[src/rtl/uad_pkg.sv]
package uad_pkg;
  typedef enum logic [1:0] {
    ACC_MEM     = 2'd0,
    ACC_PIO_IN  = 2'd1,
    ACC_PIO_OUT = 2'd2,
    ACC_RSVD    = 2'd3
  } acc_kind_e;
endpackage

[src/rtl/uad_mem_window.sv]
module uad_mem_window #(
  parameter int AW = 16
) (
  input  logic          en_i,
  input  logic [AW-1:0] lo_i,
  input  logic [AW-1:0] hi_i,
  input  logic [AW-1:0] addr_i,
  output logic          hit_o
);
  assign hit_o = en_i && (addr_i >= lo_i) && (addr_i <= hi_i);

  always_comb begin
    if (lo_i > hi_i) assert_empty_window_R3: assert (!hit_o);
  end
endmodule

[src/rtl/uad_pio_check.sv]
module uad_pio_check #(
  parameter int          AW          = 16,
  parameter int          TH_LSB      = 6,
  parameter logic [15:0] SPARE_MASK  = 16'hC000,
  parameter logic [15:0] SPARE_MATCH = 16'hC000
) (
  input  logic          is_out_i,
  input  logic [AW-1:0] cmd_i,
  input  logic [AW-1:0] th_out_i,
  input  logic [AW-1:0] th_in_i,
  input  logic          chk_en_i,
  input  logic          spare_legal_i,
  output logic          illegal_o
);
  localparam int CW = AW - TH_LSB;

  logic [CW-1:0] cmd_hi, th_hi;
  logic          is_spare, past_th;

  assign th_hi    = is_out_i ? th_out_i[AW-1:TH_LSB] : th_in_i[AW-1:TH_LSB];
  assign cmd_hi   = cmd_i[AW-1:TH_LSB];
  assign past_th  = cmd_hi >= th_hi;
  assign is_spare = (cmd_i & SPARE_MASK[AW-1:0]) == SPARE_MATCH[AW-1:0];
  // spare space takes its own legality rule, exempt from thresholds
  assign illegal_o = is_spare ? !spare_legal_i : (chk_en_i && past_th);

  always_comb begin
    if (is_spare && spare_legal_i) assert_spare_legal_R6: assert (!illegal_o);
  end
endmodule

[src/rtl/uad_capture.sv]
module uad_capture #(
  parameter int AW = 16
) (
  input  logic          clk_i,
  input  logic          rst_ni,
  input  logic          det_i,
  input  logic [AW-1:0] addr_i,
  input  logic          clear_i,
  output logic          fault_o,
  output logic [AW-1:0] fail_addr_o
);
  logic armed_q;

  always_ff @(posedge clk_i or negedge rst_ni) begin
    if (!rst_ni) begin
      armed_q     <= 1'b1;
      fault_o     <= 1'b0;
      fail_addr_o <= '0;
    end else begin
      fault_o <= det_i;
      if (det_i && armed_q) fail_addr_o <= addr_i;
      if (clear_i)    armed_q <= 1'b1;
      else if (det_i) armed_q <= 1'b0;
    end
  end

  assert_hold_disarmed_R7: assert property (@(posedge clk_i) disable iff (!rst_ni)
    !armed_q |=> $stable(fail_addr_o));
  assert_disarm_pulse_R7: assert property (@(posedge clk_i) disable iff (!rst_ni)
    $fell(armed_q) |-> fault_o);
  assert_rearm_R8: assert property (@(posedge clk_i) disable iff (!rst_ni)
    clear_i |=> armed_q);
endmodule

[src/rtl/unimpl_access_detector.sv]
module unimpl_access_detector
  import uad_pkg::*;
#(
  parameter int AW      = 16,
  parameter int TH_LSB  = 6,
  parameter int NUM_BLK = 2
) (
  input  logic          clk_i,
  input  logic          rst_ni,
  input  logic          acc_valid_i,
  input  logic [1:0]    acc_kind_i,
  input  logic [AW-1:0] acc_addr_i,
  input  logic          blk1_en_i,
  input  logic [AW-1:0] blk1_lo_i,
  input  logic [AW-1:0] blk1_hi_i,
  input  logic          blk2_en_i,
  input  logic [AW-1:0] blk2_lo_i,
  input  logic [AW-1:0] blk2_hi_i,
  input  logic          pio_chk_en_i,
  input  logic [AW-1:0] pio_out_first_i,
  input  logic [AW-1:0] pio_in_first_i,
  input  logic          spare_legal_i,
  input  logic          cap_clear_i,
  output logic          fault_o,
  output logic [AW-1:0] fail_addr_o
);
  logic [NUM_BLK-1:0]         blk_en, blk_hit;
  logic [NUM_BLK-1:0][AW-1:0] blk_lo, blk_hi;
  logic                       pio_bad, is_mem, is_pio, det;
  acc_kind_e                  kind;

  assign blk_en = {blk2_en_i, blk1_en_i};
  assign blk_lo = {blk2_lo_i, blk1_lo_i};
  assign blk_hi = {blk2_hi_i, blk1_hi_i};
  assign kind   = acc_kind_e'(acc_kind_i);

  for (genvar g = 0; g < NUM_BLK; g++) begin : g_win
    uad_mem_window #(.AW(AW)) u_win (
      .en_i  (blk_en[g]),
      .lo_i  (blk_lo[g]),
      .hi_i  (blk_hi[g]),
      .addr_i(acc_addr_i),
      .hit_o (blk_hit[g])
    );
  end

  uad_pio_check #(.AW(AW), .TH_LSB(TH_LSB)) u_pio (
    .is_out_i     (kind == ACC_PIO_OUT),
    .cmd_i        (acc_addr_i),
    .th_out_i     (pio_out_first_i),
    .th_in_i      (pio_in_first_i),
    .chk_en_i     (pio_chk_en_i),
    .spare_legal_i(spare_legal_i),
    .illegal_o    (pio_bad)
  );

  assign is_mem = kind == ACC_MEM;
  assign is_pio = (kind == ACC_PIO_IN) || (kind == ACC_PIO_OUT);
  assign det    = acc_valid_i && ((is_mem && |blk_hit) || (is_pio && pio_bad));

  uad_capture #(.AW(AW)) u_cap (
    .clk_i      (clk_i),
    .rst_ni     (rst_ni),
    .det_i      (det),
    .addr_i     (acc_addr_i),
    .clear_i    (cap_clear_i),
    .fault_o    (fault_o),
    .fail_addr_o(fail_addr_o)
  );

  assert_quiet_idle_R9: assert property (@(posedge clk_i) disable iff (!rst_ni)
    (!acc_valid_i || acc_kind_i == 2'd3) |=> !fault_o);
endmodule

[config.mk]
export PLATFORM = sky130hd
export DESIGN_NAME = unimpl_access_detector
export DESIGN_NICKNAME = d
export VERILOG_FILES = /design/src/rtl/uad_pkg.sv /design/src/rtl/uad_mem_window.sv /design/src/rtl/uad_pio_check.sv /design/src/rtl/uad_capture.sv /design/src/rtl/unimpl_access_detector.sv
export SDC_FILE = /design/constraint.sdc
export NUM_CORES = 1
export LEC_CHECK = 0
export CORE_ASPECT_RATIO = 0.75
export CORE_MARGIN = 2
export CORE_UTILIZATION = 40
export CTS_CLUSTER_DIAMETER = 30
export CTS_CLUSTER_SIZE = 12
export DETAILED_ROUTE_END_ITERATION = 10
export PLACE_DENSITY = 0.81
export SYNTH_ARGS = -nofsm -noshare
export SYNTH_HDL_FRONTEND = slang
export SYNTH_HIERARCHICAL = 1
export SYNTH_SLANG_ARGS = --single-unit
[constraint.sdc]
create_clock -name clk_i -period 3 [get_ports clk_i]
set_clock_uncertainty 0.2 [all_clocks]
set_input_delay 0.75 -clock clk_i [delete_from_list [all_inputs] [get_ports clk_i]]
set_output_delay 0.75 -clock clk_i [all_outputs]
set_load 0.02 [all_outputs]
# After elaboration in Yosys (flattened, before gate mapping)
# Index checks and enable logic that the tools add are counted.
totals:
  out_inout_bits: 17
  rom_bits: 0
  latchBits: 0
  mem_bits_rw: 0
  mem_count: 0
  in_bits: 122
  word_cells: 30
  reg_bits: 18
classes:
  multipliers: 0
  div_mod_pow: 0
  n_lt_le_gt_ge: 5
  eq_ne: 3
  n_bitwise: 0
  addsub: 0
  shift: 0
  n_reduce_logical: 15
  mux: 4
ops:
  columns: ["operator", "n"]
  rows:
  - ["$ge 16x16->1", 2]
  - ["$le 16x16->1", 2]
  - ["$ge 10x10->1", 1]
  - ["$mux 10", 1]
  - ["$logic_and 1x1->1", 9]
  - ["$eq 2x2->1 const B", 2]
  - ["$mux 1", 3]
  - ["$eq 2x1->1 const B", 1]
  - ["$logic_not 2->1", 1]
  - ["$logic_or 1x1->1", 2]
  - ["$reduce_bool 2->1", 1]
  - ["$reduce_or 2->1", 1]
  - ["$logic_not 1->1", 1]

# Depth between registers and ports, before layout
# Gate-level depths: netlist of run 1.
logic_depth:
  ltp_word: 10
  mapped_depth: 14
  mapped_depth_nobuf: 12

# Hierarchy
# The synthesis of run 1 kept the hierarchy.
by_module_without_submodules:
  columns: ["mod", "seq_area_each_um2", "area_each_um2", "n_inst", "cells_per_inst"]
  rows:
  - ["uad_mem_window", 0.0, 790.8, 2, 113]
  - ["uad_capture", 451.7, 713.2, 1, 38]
  - ["uad_pio_check", 0.0, 336.6, 1, 37]
  - ["unimpl_access_detector", 0.0, 48.8, 1, 7]

# Least setup slack after synthesis of run 1
# OpenSTA, ideal clock, no wires.
synth_timing:
  path_type: "input to register"
  startpoint: "input acc_kind_i[0]"
  endpoint: "register u_cap.fail_addr_o[10]"
  path_slack_ns: -0.560
  required_time_ns: 2.675
  setup_time_ns: 0.125
  path_stages: 14
  n_path_buf: 2
  t_arrival_ns: 3.235
  cell_sequence: "inv_1 ha_1 buf_2 mux2_2 ha_1 nand2b_1 a21oi_1 o311a_1 o221ai_2 nand2_1 a21boi_1 nand2_4 buf_12 mux2_4"
synth_between:
  elab_chain_cells: 9
  elab_cells_between_ends: 13
  classes_between: "order compare (1); eq/ne (2); mux (2); reduce/logical (8)"
synth_rtl:
  columns: ["item", "line_no", "rtl"]
  rows:
  - ["start, declared", "unimpl_access_detector.sv:11", "input logic [1:0] acc_kind_i,"]
  - ["$eq 2x2->1", "unimpl_access_detector.sv:48", ".is_out_i (kind == ACC_PIO_OUT),"]
  - ["$mux 10", "uad_pio_check.sv:20", "assign th_hi = is_out_i ? th_out_i[AW-1:TH_LSB] : th_in_i[AW-1:TH_LSB];"]
  - ["$ge 10x10->1", "uad_pio_check.sv:22", "assign past_th = cmd_hi >= th_hi;"]
  - ["$logic_and 1x1->1", "uad_pio_check.sv:25", "assign illegal_o = is_spare ? !spare_legal_i : (chk_en_i && past_th);"]
  - ["$mux 1", "uad_pio_check.sv:25", null]
  - ["via pio_bad", "unimpl_access_detector.sv:29", "logic pio_bad, is_mem, is_pio, det;"]
  - ["$logic_and 1x1->1", "unimpl_access_detector.sv:59", "assign det = acc_valid_i && ((is_mem && |blk_hit) || (is_pio && pio_bad));"]
  - ["$logic_or 1x1->1", "unimpl_access_detector.sv:59", null]
  - ["$logic_and 1x1->1", "unimpl_access_detector.sv:59", null]
  - ["via det", "unimpl_access_detector.sv:29", null]
  - ["$logic_and 1x1->1", "uad_capture.sv:21", "if (det_i && armed_q) fail_addr_o <= addr_i;"]
  - ["end signal, assigned", "uad_capture.sv:21", null]
  - ["end, declared", "uad_capture.sv:10", "output logic [AW-1:0] fail_addr_o"]
# The timed path passes the listed nets, and every way through them passes these cells.
# A chain may end at the register's enable or synchronous reset.

# Final worst setup path of run 1
layout_timing:
  startpoint: "input acc_addr_i[11]"
  endpoint: "register u_cap.fail_addr_o[4]"
layout_between:
  elab_chain_cells: 8
  elab_cells_between_ends: 17
  classes_between: "order compare (5); mux (1); reduce/logical (11)"
layout_rtl:
  columns: ["item", "line_no", "rtl"]
  rows:
  - ["start, declared", "unimpl_access_detector.sv:12", "input logic [AW-1:0] acc_addr_i,"]
  - ["$ge 16x16->1", "uad_mem_window.sv:10", "assign hit_o = en_i && (addr_i >= lo_i) && (addr_i <= hi_i);"]
  - ["$logic_and 1x1->1", "uad_mem_window.sv:10", null]
  - ["$logic_and 1x1->1 *", "uad_mem_window.sv:10", null]
  - ["via blk_hit[1]", "unimpl_access_detector.sv:27", "logic [NUM_BLK-1:0] blk_en, blk_hit;"]
  - ["$reduce_or 2->1 *", "unimpl_access_detector.sv:59", null]
  - ["$logic_and 1x1->1 *", "unimpl_access_detector.sv:59", null]
  - ["$logic_or 1x1->1 *", "unimpl_access_detector.sv:59", null]
  - ["$logic_and 1x1->1 *", "unimpl_access_detector.sv:59", null]
  - ["via det", "unimpl_access_detector.sv:29", null]
  - ["$logic_and 1x1->1 *", "uad_capture.sv:21", null]
# Mark *: on every way through the listed nets, which the timed path passes. The rest lies on a longest branch.

==> results.cfg, run 1 <==
[clocking]
cts_tree = built
cts-root-buf = clkbuf_8
clk_pin_slew_ns = 0.08
numCtsBuffers = 3
cts.sinks = 18
cts-htree-levels = 1
clk_latency_ns = 0.26
postCtsHoldBufs = 0
cts.path.max_buffers = 2

[cells_and_area]
finalInstanceArea_sq_um = 4970
areaGrowthSynthToFinish_pct = 85.3
antenna-diode-count = 0
final_nets = 685
fin_util = 0.778
multi_input_comb_area_sq_um = 2550
nFillCells = 421
post_route_cells_drive_above_1_share = 0.434
register_area_sq_um = 452

[status]
status = complete, but fails checks
failed_checks = setup timing

[route]
route.antenna.remaining_nets = 0
avgViaCountPerCell = 5.31
post_drt_wl_per_cell_microns = 17.6
drt-total-wl_microns = 9960
drt_drc_violations_left = 0
initialDrtViolationCount = 54
firstDrtPassIters = 4
overall_via_count_from_detail_route = 3013

[synthesis]
synth.area.top_cells = ha_1 (35%), dfrtp_1 (16%), inv_1 (9.5%), mux2_4 (5.6%), a21oi_1 (5.0%)
synth.yosys.seq_area_share = 0.169
yosysUniqueCellTypes = 37
cell_with_the_most_instances_after_synthesis = ha_1
synth_top_cell_area_share = 0.355
netlist_area_sq_um = 2680
synthFlopType = dfrtp_1
synth.top_cells.by_count = ha_1 (76), inv_1 (68), a21oi_1 (27)
syn_inst = 308
ys_ff_latch = 18
synth_largest_area_cell = ha_1
synth_area_per_cell_sq_um = 8.70
synth.yosys.warnings = 6
synth_nets = 506
asyncSetResetFlopFracSynth = 1.00
synth_edf_count = 0

[grt]
grt_pass1_wl_microns = 15600
globalRoute.totalOverflow = 0
grt_start_max_net_pins = 19
initial_antenna_violation_count = 0
grt.total_usage = 0.265
vias_in_the_first_global_route = 3255

[die]
die_w_microns = 98.5
die-height_microns = 74.9
core_sq_um = 6380
io_pins = 139
fp-row-count = 25
floorplan.initialDensity = 0.420
die_area_sq_um = 7380

[critical_path]
critical_path.max_fanout = 8
required_time_reported_for_the_critical_path_endpoint_ns = 2.95
timing.setup.critical_path_class = in2reg
setup.worst_path.start_class = input pin
worst_setup_path_end_kind = flip-flop
arrival_ns = 3.17

[placed_design]
dpl_worst_slack_ns = -1.01
gp_routability_congestion = 0.905
io_buffers = 126
dpl_cell_area_sq_um = 4360
dp.final_hpwl_microns = 7460

[timing]
report.final.setup_viol = 18
max-slew-margin-rel = 0.425
final.setup.worst_slack_ns = -0.222
drv_slew = 0
max_fclk_mhz = 310
whs_ns = 0.323
finalCritPeriodShare = 1.07
sum_of_negative_setup_slack_ns = -3.32
finalHoldViolCount = 0
rsz0062_at_grt = yes
worst_slew_pin_slew_ns = 0.860
finalWorstPathRequiredPeriod_ns = 3.22

[power_and_ir_drop]
p_per_area_nw_per_um2 = 330
ir_worst_vdd_uv = 320
p_leak_nw = 2.40

[min_path]
min_path_type = reg2reg

[job]
drv.max_cap_violation_count = 0
[routing by layer]
| metal | vias to the layer above | part of all wire | global-route usage |
|---|---|---|---|
| met5 | - | 0 | 0 |
| met4 | 0 | 0.027 | 0.0685 |
| met3 | 24 | 0.059 | 0.0418 |
| met2 | 119 | 0.47 | 0.466 |
| met1 | 1425 | 0.44 | 0.348 |
| li1 | 1445 | - | - |
[report_power, final]
part	switching, mW	internal (mW)
Sequential	0.0665	0.335
Combinational	0.454	0.579
Clock	0.0893	0.117
[repair_timing]
item,4_1_cts,5_1_grt
gates resized for setup,284,31
buffers inserted,5,1
endpoints found under the hold margin,0,0
endpoints found under the setup margin,18,18
pin swaps,81,16
gates cloned,1,0
[metrics by stage]
step	instances	total power, mW
after global placement	556	1.28
final	567	1.64
after global routing	567	1.74
after detailed placement	556	1.31
after floorplan	308	0.816
after CTS	566	1.59
[layout make-up]
type	count	share of cell area
Tap cell	81	0.0204
Timing Repair Buffer	175	0.311
Sequential cell	18	0.0909
Inverter	68	0.0524
Multi-Input combinational cell	221	0.514
Clock buffer	4	0.0111
[worst max-delay path, stage by stage]
cell,delay (ns)
buf_12,0.11
ha_4,0.27
nand4_1,0.10
or4_4,0.57
or3_4,0.35
a22oi_2,0.18
o21ai_2,0.10
a21boi_4,0.22
nand2_4,0.17
mux2_4,0.33
[registers in the layout, indices dropped and copies added (netlist names)]
signal	count
u_cap/fault_o	1
u_cap/armed_q	1
u_cap/fail_addr_o	16
[layout by cell type (no fill, tap or decap), types with 3 or more instances in the layout]
cell type        synthesis  routed
buf_2                    1      18
mux2_2                   7       6
nand2_1                 21      16
buf_8                    0       3
clkbuf_8                 0       4
clkdlybuf4s15_1          0       4
o21ai_0                 12       3
inv_1                   68      35
mux2i_1                  9       7
inv_2                    0      31
nand4_1                  6       6
nand2_4                  1       3
nor2_1                   4       3
buf_4                    0      49
o21ai_1                  1       6
clkdlybuf4s50_1          0      59
mux2_4                  10      11
dlygate4sd2_1            0      28
dfrtp_1                 17      17
buf_6                    0      12
a21o_1                   4       4
ha_1                    76      40
nand3_1                  8       7
o21ai_2                  0       4
a21oi_1                 27      25
nand2_2                  0       4
ha_4                     0      36
[path summary, 6_finish.rpt]
path / startpoint / end / slack, ns / depth (start not counted)
min: u_cap/fail_addr_o[10] / u_cap/fail_addr_o[10] / 0.32 / 1
max reg2reg: u_cap/armed_q / u_cap/fail_addr_o[4] / 1.61 / 2
min reg2reg: u_cap/fail_addr_o[10] / u_cap/fail_addr_o[10] / 0.32 / 1
min in group asynchronous: rst_ni / u_cap/fail_addr_o[6] / 0.77 / 1
max: acc_addr_i[11] / u_cap/fail_addr_o[4] / -0.22 / 10
max in group asynchronous: rst_ni / u_cap/fail_addr_o[0] / 1.29 / 1
[cells by family after synthesis]
family                   share of synthesized area
AND/OR/NAND/NOR                              0.112
AO/OA/AOI/OAI                                0.141
buffers and inverters                        0.105
multiplexers                                 0.119
adder cells (fa/ha/maj)                      0.355
flip-flops                                   0.169
Power figures use the tool's default switching activity.
==> run 2, diff against run 1 <==
Settings changed: SKIP_LAST_GASP from default to 1.
==> results of run 2 <==
Final layout, timing and power as in run 1 (identical DEF).
==> run 3, diff against run 2 <==
Settings changed: ABC_CLOCK_PERIOD_IN_PS from default to 3000, CTS_CLUSTER_SIZE 12 to 14.
==> results of run 3 <==
Final layout, timing and power as in run 1 (identical DEF).
